[config.mk]
export PLATFORM = sky130hd
export DESIGN_NAME = servo_slow_chain
export DESIGN_NICKNAME = d
export VERILOG_FILES = /design/src/rtl/servo_pkg.sv /design/src/rtl/servo_limiter.sv /design/src/rtl/servo_input_stage.sv /design/src/rtl/servo_iir2_iter.sv /design/src/rtl/servo_slow_chain.sv
export SDC_FILE = /design/constraint.sdc
export NUM_CORES = 2
export LEC_CHECK = 0
export BUFFER_PORTS_ARGS = -buffer_cell sky130_fd_sc_hd__clkbuf_2
export CAP_MARGIN = 10
export CORE_MARGIN = 1.5
export CORE_UTILIZATION = 69
export DETAILED_ROUTE_END_ITERATION = 8
export PLACE_DENSITY = 0.95
export SLEW_MARGIN = 25
export SYNTH_ARGS = -nofsm -noshare
export SYNTH_HDL_FRONTEND = slang
export SYNTH_SLANG_ARGS = --single-unit
[constraint.sdc]
create_clock -name clk -period 20.6 [get_ports clk]
set_input_delay 4.12 -clock clk [delete_from_list [all_inputs] [get_ports clk]]
set_output_delay 4.12 -clock clk [all_outputs]
set_load 0.05 [all_outputs]
[src/rtl/servo_pkg.sv]
package servo_pkg;
   // Clock cycles available per sample at 125 MHz * 8/120
   localparam int FRAME_CYCLES = 15;

   // Sequencer steps of the iterative filter: capture, five taps, finish
   typedef enum logic [2:0] {
      ST_IDLE = 3'd0,
      ST_B0   = 3'd1,
      ST_B1   = 3'd2,
      ST_B2   = 3'd3,
      ST_A1   = 3'd4,
      ST_A2   = 3'd5,
      ST_FIN  = 3'd6
   } step_e;

   // Clocks from sample acceptance to output strobe
   localparam int LATENCY = 7;
endpackage

[src/rtl/servo_limiter.sv]
module servo_limiter #(
   parameter int IN_W  = 26,
   parameter int OUT_W = 25,
   parameter int LIM_W = 18
) (
   input  logic signed [IN_W-1:0]  din,
   input  logic signed [LIM_W-1:0] lim_lo,
   input  logic signed [LIM_W-1:0] lim_hi,
   output logic signed [OUT_W-1:0] dout,
   output logic signed [OUT_W-1:0] lo_s,
   output logic signed [OUT_W-1:0] hi_s,
   output logic                    clipped
);
   localparam int SH = OUT_W - LIM_W;

   logic signed [IN_W-1:0] lo_ext;
   logic signed [IN_W-1:0] hi_ext;

   generate
      if (LIM_W > OUT_W || IN_W <= OUT_W) begin : g_bad_cfg
         $error("servo_limiter: need LIM_W <= OUT_W < IN_W");
      end
      if (SH == 0) begin : g_direct
         assign lo_ext = {{(IN_W-LIM_W){lim_lo[LIM_W-1]}}, lim_lo};
         assign hi_ext = {{(IN_W-LIM_W){lim_hi[LIM_W-1]}}, lim_hi};
      end else begin : g_scaled
         assign lo_ext = {{(IN_W-OUT_W){lim_lo[LIM_W-1]}}, lim_lo, {SH{1'b0}}};
         assign hi_ext = {{(IN_W-OUT_W){lim_hi[LIM_W-1]}}, lim_hi, {SH{1'b0}}};
      end
   endgenerate

   assign lo_s = lo_ext[OUT_W-1:0];
   assign hi_s = hi_ext[OUT_W-1:0];

   always_comb begin
      if (din > hi_ext) begin
         dout    = hi_ext[OUT_W-1:0];
         clipped = 1'b1;
      end else if (din < lo_ext) begin
         dout    = lo_ext[OUT_W-1:0];
         clipped = 1'b1;
      end else begin
         dout    = din[OUT_W-1:0];
         clipped = 1'b0;
      end
   end
endmodule

[src/rtl/servo_input_stage.sv]
module servo_input_stage #(
   parameter int DW    = 25,
   parameter int LIM_W = 18
) (
   input  logic signed [DW-1:0]    in_sample,
   input  logic                    in_zero,
   input  logic signed [DW-1:0]    dx,
   input  logic signed [LIM_W-1:0] lim_lo,
   input  logic signed [LIM_W-1:0] lim_hi,
   output logic signed [DW-1:0]    x_lim,
   output logic                    x_clip
);
   localparam int SUM_W = DW + 1;

   logic signed [SUM_W-1:0] sel_ext;
   logic signed [SUM_W-1:0] dx_ext;
   logic signed [SUM_W-1:0] sum;
   logic signed [DW-1:0]    lo_unused;
   logic signed [DW-1:0]    hi_unused;

   assign sel_ext = in_zero ? '0 : {in_sample[DW-1], in_sample};
   assign dx_ext  = {dx[DW-1], dx};
   assign sum     = sel_ext + dx_ext;

   servo_limiter #(.IN_W(SUM_W), .OUT_W(DW), .LIM_W(LIM_W)) u_xlim (
      .din     (sum),
      .lim_lo  (lim_lo),
      .lim_hi  (lim_hi),
      .dout    (x_lim),
      .lo_s    (lo_unused),
      .hi_s    (hi_unused),
      .clipped (x_clip)
   );
endmodule

[src/rtl/servo_iir2_iter.sv]
module servo_iir2_iter
   import servo_pkg::*;
#(
   parameter int DW    = 25,
   parameter int CW    = 36,
   parameter int LIM_W = 18,
   parameter int SHIFT = 16,
   parameter int GUARD = 3
) (
   input  logic                    clk,
   input  logic                    rst_n,
   input  logic                    start,
   input  logic signed [DW-1:0]    x_in,
   input  logic                    x_clip,
   input  logic                    hold,
   input  logic                    clear,
   input  logic signed [CW-1:0]    coef_b0,
   input  logic signed [CW-1:0]    coef_b1,
   input  logic signed [CW-1:0]    coef_b2,
   input  logic signed [CW-1:0]    coef_a1,
   input  logic signed [CW-1:0]    coef_a2,
   input  logic signed [LIM_W-1:0] y_lim_lo,
   input  logic signed [LIM_W-1:0] y_lim_hi,
   output logic                    busy,
   output logic signed [DW-1:0]    x_out,
   output logic signed [DW-1:0]    y_out,
   output logic                    y_valid,
   output logic                    saturated,
   output logic                    railed
);
   localparam int PROD_W = CW + DW;
   localparam int ACC_W  = PROD_W + GUARD;

   generate
      if (GUARD < 3 || SHIFT >= ACC_W) begin : g_bad_cfg
         $error("servo_iir2_iter: need GUARD >= 3 and SHIFT < ACC_W");
      end
   endgenerate

   step_e step, step_nx;
   logic signed [DW-1:0]     x1, x2, y1, y2;
   logic                     xsat_q, hold_q, clear_q;
   logic signed [ACC_W-1:0]  acc;
   logic signed [CW-1:0]     mul_c;
   logic signed [DW-1:0]     mul_d;
   logic signed [PROD_W-1:0] prod;
   logic signed [ACC_W-1:0]  prod_ext;
   logic                     tap_sub;
   logic signed [ACC_W-1:0]  acc_sh;
   logic signed [DW-1:0]     y_new, y_lo_s, y_hi_s;
   logic                     y_clip;
   logic                     freeze;

   assign busy   = (step != ST_IDLE);
   assign freeze = hold_q && !clear_q;

   // Operand selection for the shared multiplier
   always_comb begin
      mul_c   = '0;
      mul_d   = '0;
      tap_sub = 1'b0;
      step_nx = ST_IDLE;
      case (step)
         ST_B0: begin mul_c = coef_b0; mul_d = x_out; step_nx = ST_B1; end
         ST_B1: begin mul_c = coef_b1; mul_d = x1;    step_nx = ST_B2; end
         ST_B2: begin mul_c = coef_b2; mul_d = x2;    step_nx = ST_A1; end
         ST_A1: begin mul_c = coef_a1; mul_d = y1; tap_sub = 1'b1; step_nx = ST_A2; end
         ST_A2: begin mul_c = coef_a2; mul_d = y2; tap_sub = 1'b1; step_nx = ST_FIN; end
         default: step_nx = ST_IDLE;
      endcase
   end

   assign prod     = mul_c * mul_d;
   assign prod_ext = ACC_W'(prod);
   assign acc_sh   = acc >>> SHIFT;

   servo_limiter #(.IN_W(ACC_W), .OUT_W(DW), .LIM_W(LIM_W)) u_ylim (
      .din     (acc_sh),
      .lim_lo  (y_lim_lo),
      .lim_hi  (y_lim_hi),
      .dout    (y_new),
      .lo_s    (y_lo_s),
      .hi_s    (y_hi_s),
      .clipped (y_clip)
   );

   always_ff @(posedge clk) begin
      if (!rst_n) begin
         step      <= ST_IDLE;
         acc       <= '0;
         x_out     <= '0;
         x1        <= '0;
         x2        <= '0;
         y1        <= '0;
         y2        <= '0;
         y_out     <= '0;
         xsat_q    <= 1'b0;
         hold_q    <= 1'b0;
         clear_q   <= 1'b0;
         y_valid   <= 1'b0;
         saturated <= 1'b0;
         railed    <= 1'b0;
      end else begin
         y_valid <= 1'b0;
         case (step)
            ST_IDLE: begin
               if (start) begin
                  step    <= ST_B0;
                  acc     <= '0;
                  x_out   <= x_in;
                  xsat_q  <= x_clip;
                  hold_q  <= hold;
                  clear_q <= clear;
                  if (clear) begin
                     x1 <= '0;
                     x2 <= '0;
                     y1 <= '0;
                     y2 <= '0;
                  end
               end
            end
            ST_FIN: begin
               step    <= ST_IDLE;
               y_valid <= 1'b1;
               if (!freeze) begin
                  y_out     <= y_new;
                  x1        <= x_out;
                  x2        <= x1;
                  y1        <= y_new;
                  y2        <= y1;
                  saturated <= xsat_q | y_clip;
                  railed    <= (y_new == y_lo_s) || (y_new == y_hi_s);
               end else begin
                  saturated <= xsat_q;
                  railed    <= (y_out == y_lo_s) || (y_out == y_hi_s);
               end
            end
            default: begin
               acc  <= tap_sub ? (acc - prod_ext) : (acc + prod_ext);
               step <= step_nx;
            end
         endcase
      end
   end

   // a cleared sample starts from an empty delay line
   p_clear_zeroes_state_r9: assert property (@(posedge clk) disable iff (!rst_n)
      (step == ST_IDLE && start && clear) |=> (x1 == 0 && x2 == 0 && y1 == 0 && y2 == 0));

   // a held sample leaves output and state untouched
   p_hold_freezes_r8: assert property (@(posedge clk) disable iff (!rst_n)
      (step == ST_FIN && freeze) |=> ($stable(y_out) && $stable(y1) && $stable(y2) && $stable(x1) && $stable(x2)));

   // a computed output always lies inside the output limits
   p_y_within_limits_r2: assert property (@(posedge clk) disable iff (!rst_n)
      (step == ST_FIN && !freeze) |=> (y_out <= $past(y_hi_s) && y_out >= $past(y_lo_s)));

   // the output strobe is a single-cycle pulse
   p_valid_single_r4: assert property (@(posedge clk) disable iff (!rst_n)
      y_valid |=> !y_valid);

   // no restart while the taps are being accumulated
   p_busy_no_restart_r5: assert property (@(posedge clk) disable iff (!rst_n)
      (step != ST_IDLE && step != ST_FIN) |=> (step != ST_B0));
endmodule

[src/rtl/servo_slow_chain.sv]
module servo_slow_chain
   import servo_pkg::*;
#(
   parameter int DW    = 25,
   parameter int CW    = 36,
   parameter int LIM_W = 18,
   parameter int SHIFT = 16
) (
   input  logic                    clk,
   input  logic                    rst_n,
   input  logic                    sample_valid,
   input  logic signed [DW-1:0]    in_sample,
   input  logic                    in_zero,
   input  logic signed [DW-1:0]    dx,
   input  logic                    hold,
   input  logic                    clear,
   input  logic signed [CW-1:0]    coef_b0,
   input  logic signed [CW-1:0]    coef_b1,
   input  logic signed [CW-1:0]    coef_b2,
   input  logic signed [CW-1:0]    coef_a1,
   input  logic signed [CW-1:0]    coef_a2,
   input  logic signed [LIM_W-1:0] x_lim_lo,
   input  logic signed [LIM_W-1:0] x_lim_hi,
   input  logic signed [LIM_W-1:0] y_lim_lo,
   input  logic signed [LIM_W-1:0] y_lim_hi,
   output logic signed [DW-1:0]    x_out,
   output logic signed [DW-1:0]    y_out,
   output logic                    y_valid,
   output logic                    saturated,
   output logic                    railed
);
   logic signed [DW-1:0] x_lim;
   logic                 x_clip;
   logic                 busy;
   logic                 start;

   assign start = sample_valid && !busy;

   servo_input_stage #(.DW(DW), .LIM_W(LIM_W)) u_in (
      .in_sample (in_sample),
      .in_zero   (in_zero),
      .dx        (dx),
      .lim_lo    (x_lim_lo),
      .lim_hi    (x_lim_hi),
      .x_lim     (x_lim),
      .x_clip    (x_clip)
   );

   servo_iir2_iter #(.DW(DW), .CW(CW), .LIM_W(LIM_W), .SHIFT(SHIFT)) u_iir (
      .clk       (clk),
      .rst_n     (rst_n),
      .start     (start),
      .x_in      (x_lim),
      .x_clip    (x_clip),
      .hold      (hold),
      .clear     (clear),
      .coef_b0   (coef_b0),
      .coef_b1   (coef_b1),
      .coef_b2   (coef_b2),
      .coef_a1   (coef_a1),
      .coef_a2   (coef_a2),
      .y_lim_lo  (y_lim_lo),
      .y_lim_hi  (y_lim_hi),
      .busy      (busy),
      .x_out     (x_out),
      .y_out     (y_out),
      .y_valid   (y_valid),
      .saturated (saturated),
      .railed    (railed)
   );

   // every output strobe follows an accepted sample by the fixed latency
   p_latency_r4: assert property (@(posedge clk) disable iff (!rst_n)
      y_valid |-> $past(sample_valid && !busy, 7));
endmodule

==> parameters.txt <==
Parameter                              Value

Status
  Status    finished, final reports clean

Routing
  Total vias in the final route    48060
  Detailed-route DRC error count    0
  First-pass iteration count of the detailed router    7
  Via/cell ratio    6.526
  Post-route antenna net violation count    0
  Total wire length    183.6 mm
  Post-DR wirelength/cell    24.93 microns
  Initial detailed-routing violation count    about 5500

Timing
  Final-report setup violation count    0
  Final min period    16.13 ns
  Post-Route Skew    0.02472 ns
  Pin slew with the least headroom to its limit    1.210 ns
  Final worst-path setup slack    4.467 ns
  Total negative slack    0 ns
  Final number of hold-violating endpoints    0
  Final Cycle Share    78.31%
  Max-slew violation count    0
  Setup repair after global routing missed its margin    false
  Peak clock frequency supported by timing    0.06199 GHz
  Slew HR    19.33%

Floorplan
  Core area    0.07420 sq mm
  Vertical die dimension    276.5 microns
  Area of the die    between 0.07 and 0.08 sq mm
  X dimension of the die    276.5 microns
  Initial standard-cell utilization of the core    69.54%
  I/O pin count    361
  Row cnt    100

Synth
  Unique masters post-synth    94
  FF+latch count, synth    between 200 and 250
  Register area share after synthesis    8.652%
  Post-Syn Area per Cell    8.317 sq um
  Fraction of registers with async set or reset after synthesis    0%
  Dominant synthesized flop cell    sky130_fd_sc_hd__dfxtp_1
  Number of synthesis warnings    0
  Mapped cell area    between 0.05 and 0.06 sq mm
  Number of standard cells after synthesis    6204
  Total nets after synthesis    just under 8000
  Number of enable-type register cells in the synthesized netlist    0

Pwr
  Lkg Pwr    27.32 nW
  Total power density per cell area    63.87 mW/mm^2
  Clock network fraction of design power    13.9%
  Power share of the combinational group    between 70% and 80%
  Internal Power    about 1.7 mW
  Switching part of the total power    52.60%
  Proportion of power drawn by flip-flops and latches    between 10% and 20%
  Power dissipated by switching net loads    1.857 mW
  VDD IR-drop max    77.22 uV

Finish
  Most common cell after layout, fill and taps aside    sky130_fd_sc_hd__inv_1
  Final standard cell area without fillers    0.05528 sq mm
  Number of nets in the final layout    7965
  Fraction of final layout cells sized beyond drive strength 1    around a tenth
  Final core utilization    74.51%
  Syn-to-layout area delta    7.136%
  Top library cells by usage in the layout, fill and taps aside    sky130_fd_sc_hd__inv_1, sky130_fd_sc_hd__fa_1, sky130_fd_sc_hd__nand2_1, sky130_fd_sc_hd__nor2_1, sky130_fd_sc_hd__ha_1
  Count of fill cells added during filler insertion    5436
  Layout Cells excl Fill    7364

Global route
  GRT Total Usage    48.53%
  Via count of the first global-routing pass    49640
  Global-route congestion overflow total    0
  First-pass GRT wire length    284.4 mm
  Antenna violations before repair    6
  Pin count of the biggest net entering global routing    84

Setup path
  Worst setup path start    coef_a2[16]
  Element type at the critical path start    input port
  Worst R2R Start    u_iir.step[2]
  Class of the most critical setup path    input port to register
  Peak per-stage delay on the critical path    between 0.7 and 0.8 ns
  Worst R2R End    u_iir.acc[63]
  Register-to-register path setup slack    ~5.9 ns
  Data arrival time of the critical path    16.58 ns
  R2R depth    50
  Max Fanout on Critical Path    9
  Slowest cell on the critical path    sky130_fd_sc_hd__a2111oi_1
  Worst path required time    21.05 ns
  Most used cell along the critical path    sky130_fd_sc_hd__fa_1
  Critical path endpoint category    register
  Capturing instance or port of the critical path    u_iir.acc[63]

Clock tree
  H-tree depth    1
  Clock root buffer    sky130_fd_sc_hd__clkbuf_16
  Post-CTS repair timing setup buffer count    0
  CTS hold repair buffers    0
  Num Clock Sinks    223
  Max Root-Sink Buffers    3
  TritonCTS clock tree    yes
  Post_cts resized    0
  Clock transition time at the flip-flop clock pins of the worst setup and hold paths    0.06 ns
  Clock Latency Late Sink    0.58 ns
  CTS Buf Count    26

Placement
  Routability congestion estimate from global placement    1.048
  Total of buffers placed on input and output ports    360
  Post-placement setup slack    4.070 ns
  Detail Placement HPWL    approximately 140 mm
  Placed cell areas    0.05435 sq mm
  Total instance count after detailed placement    7315

Worst hold path
  Type of the most critical hold path    register to register

Run
  Max-cap violation count    0
==> per-stage QoR <==
stage	hold slack, ns	total power [mW]
6_report	0.4576	3.531
5_1_grt	0.4885	3.751
4_1_cts	0.4575	3.435
3_5_place_dp	0.4478	2.923
3_3_place_gp	0.4340	2.860
2_1_floorplan	0.4250	2.228
==> routing by layer <==
layer | vias to the layer above | track usage, % | routed length, microns
met2 | 3624 | 72.18 | 77640
li1 | 20330 | - | -
met5 | - | 0 | 75
met4 | 10 | 30.51 | 14730
met3 | 908 | 15.61 | 27080
met1 | 23190 | 61.48 | 64060
==> sequential cells by signal, summed over array words and instances, names as in the netlist <==
signal and cells:
u_iir.acc 64, u_iir.clear_q 1, u_iir.hold_q 1, u_iir.railed 1, u_iir.saturated 1, u_iir.step 3, u_iir.x1 25, u_iir.x2 25
u_iir.x_out 25, u_iir.xsat_q 1, u_iir.y1 25, u_iir.y2 25, u_iir.y_out 25, u_iir.y_valid 1
==> synth_stat cells, drive strengths merged, types with 66 or more instances <==
master / count / area (sq um)
inv: 1063 / 3990
fa: 913 / 18280
nand2: 755 / 2834
nor2: 610 / 2290
ha: 370 / 4629
a21oi: 263 / 1324
clkbuf: 262 / 983.4
dfxtp: 223 / 4464
o21ai: 172 / 864.6
xnor2: 152 / 1331
a21o: 124 / 939.7
a22oi: 111 / 833.3
xor2: 105 / 919.6
and2: 72 / 451.7
nand3: 72 / 360.4
o21a: 72 / 540.5
mux2i: 66 / 660.6
==> logic make-up (layout without fill, tap and decap cells) <==
family / Yosys count / after routing / share of synthesized area [%]
AOI/OAI and AO/OA: 1111 / 1111 / 14.70
other: 0 / 4 / 0
and+or+nand+nor: 1853 / 1853 / 15.70
DFF: 223 / 223 / 8.652
xor gates and xnor gates: 257 / 257 / 4.362
muxes: 106 / 106 / 2.153
buffers and inverters: 1371 / 1558 / 10.03
adders and majority gates: 1283 / 1283 / 44.39
==> critical path, delay by kind of cell <==
kind / cells / cell delay, ns
AO/OA/AOI/OAI: 22 / 5.90
adder cells (fa/ha/maj): 9 / 4.58
AND/OR/NAND/NOR: 5 / 1.04
buffers and inverters: 7 / 0.45
XOR/XNOR: 2 / 0.36
multiplexers: 1 / 0.12
==> worst min path at each step <==
stage / start / to / slack [ns] / cells after the start
6_report: u_iir.clear_q / u_iir.clear_q / 0.46 / 2
2_1_floorplan: u_iir.acc[0] / u_iir.acc[0] / 0.43 / 2
3_5_place_dp: u_iir.acc[13] / u_iir.acc[13] / 0.45 / 2
4_1_cts: u_iir.clear_q / u_iir.clear_q / 0.46 / 2
5_1_grt: u_iir.acc[6] / u_iir.acc[6] / 0.49 / 2
3_3_place_gp: u_iir.acc[0] / u_iir.acc[0] / 0.43 / 2
==> power groups by stage <==
| stage | clock network [mW] | logic (mW) | registers, mW |
|---|---|---|---|
| detailed placement | 0 | 2.35 | 0.568 |
| finish | 0.490 | 2.48 | 0.563 |
| global placement | 0 | 2.29 | 0.566 |
| floorplan | 0 | 1.67 | 0.553 |
| CTS | 0.489 | 2.39 | 0.559 |
| global route | 0.507 | 2.68 | 0.566 |
==> layout make-up <==
class / count / area [sq um] / share of cell area, %
diodes: 4 / 10.01 / 0.01811
clock buffers: 33 / 726.9 / 1.315
clock inverters: 12 / 167.7 / 0.3033
inverters: 1063 / 3993 / 7.222
multi-input cells: 4610 / 42210 / 76.36
flip-flops and latches: 223 / 4471 / 8.087
well taps: 969 / 1212 / 2.193
repair buffers: 450 / 2490 / 4.504
Power figures use the tool's default switching activity.
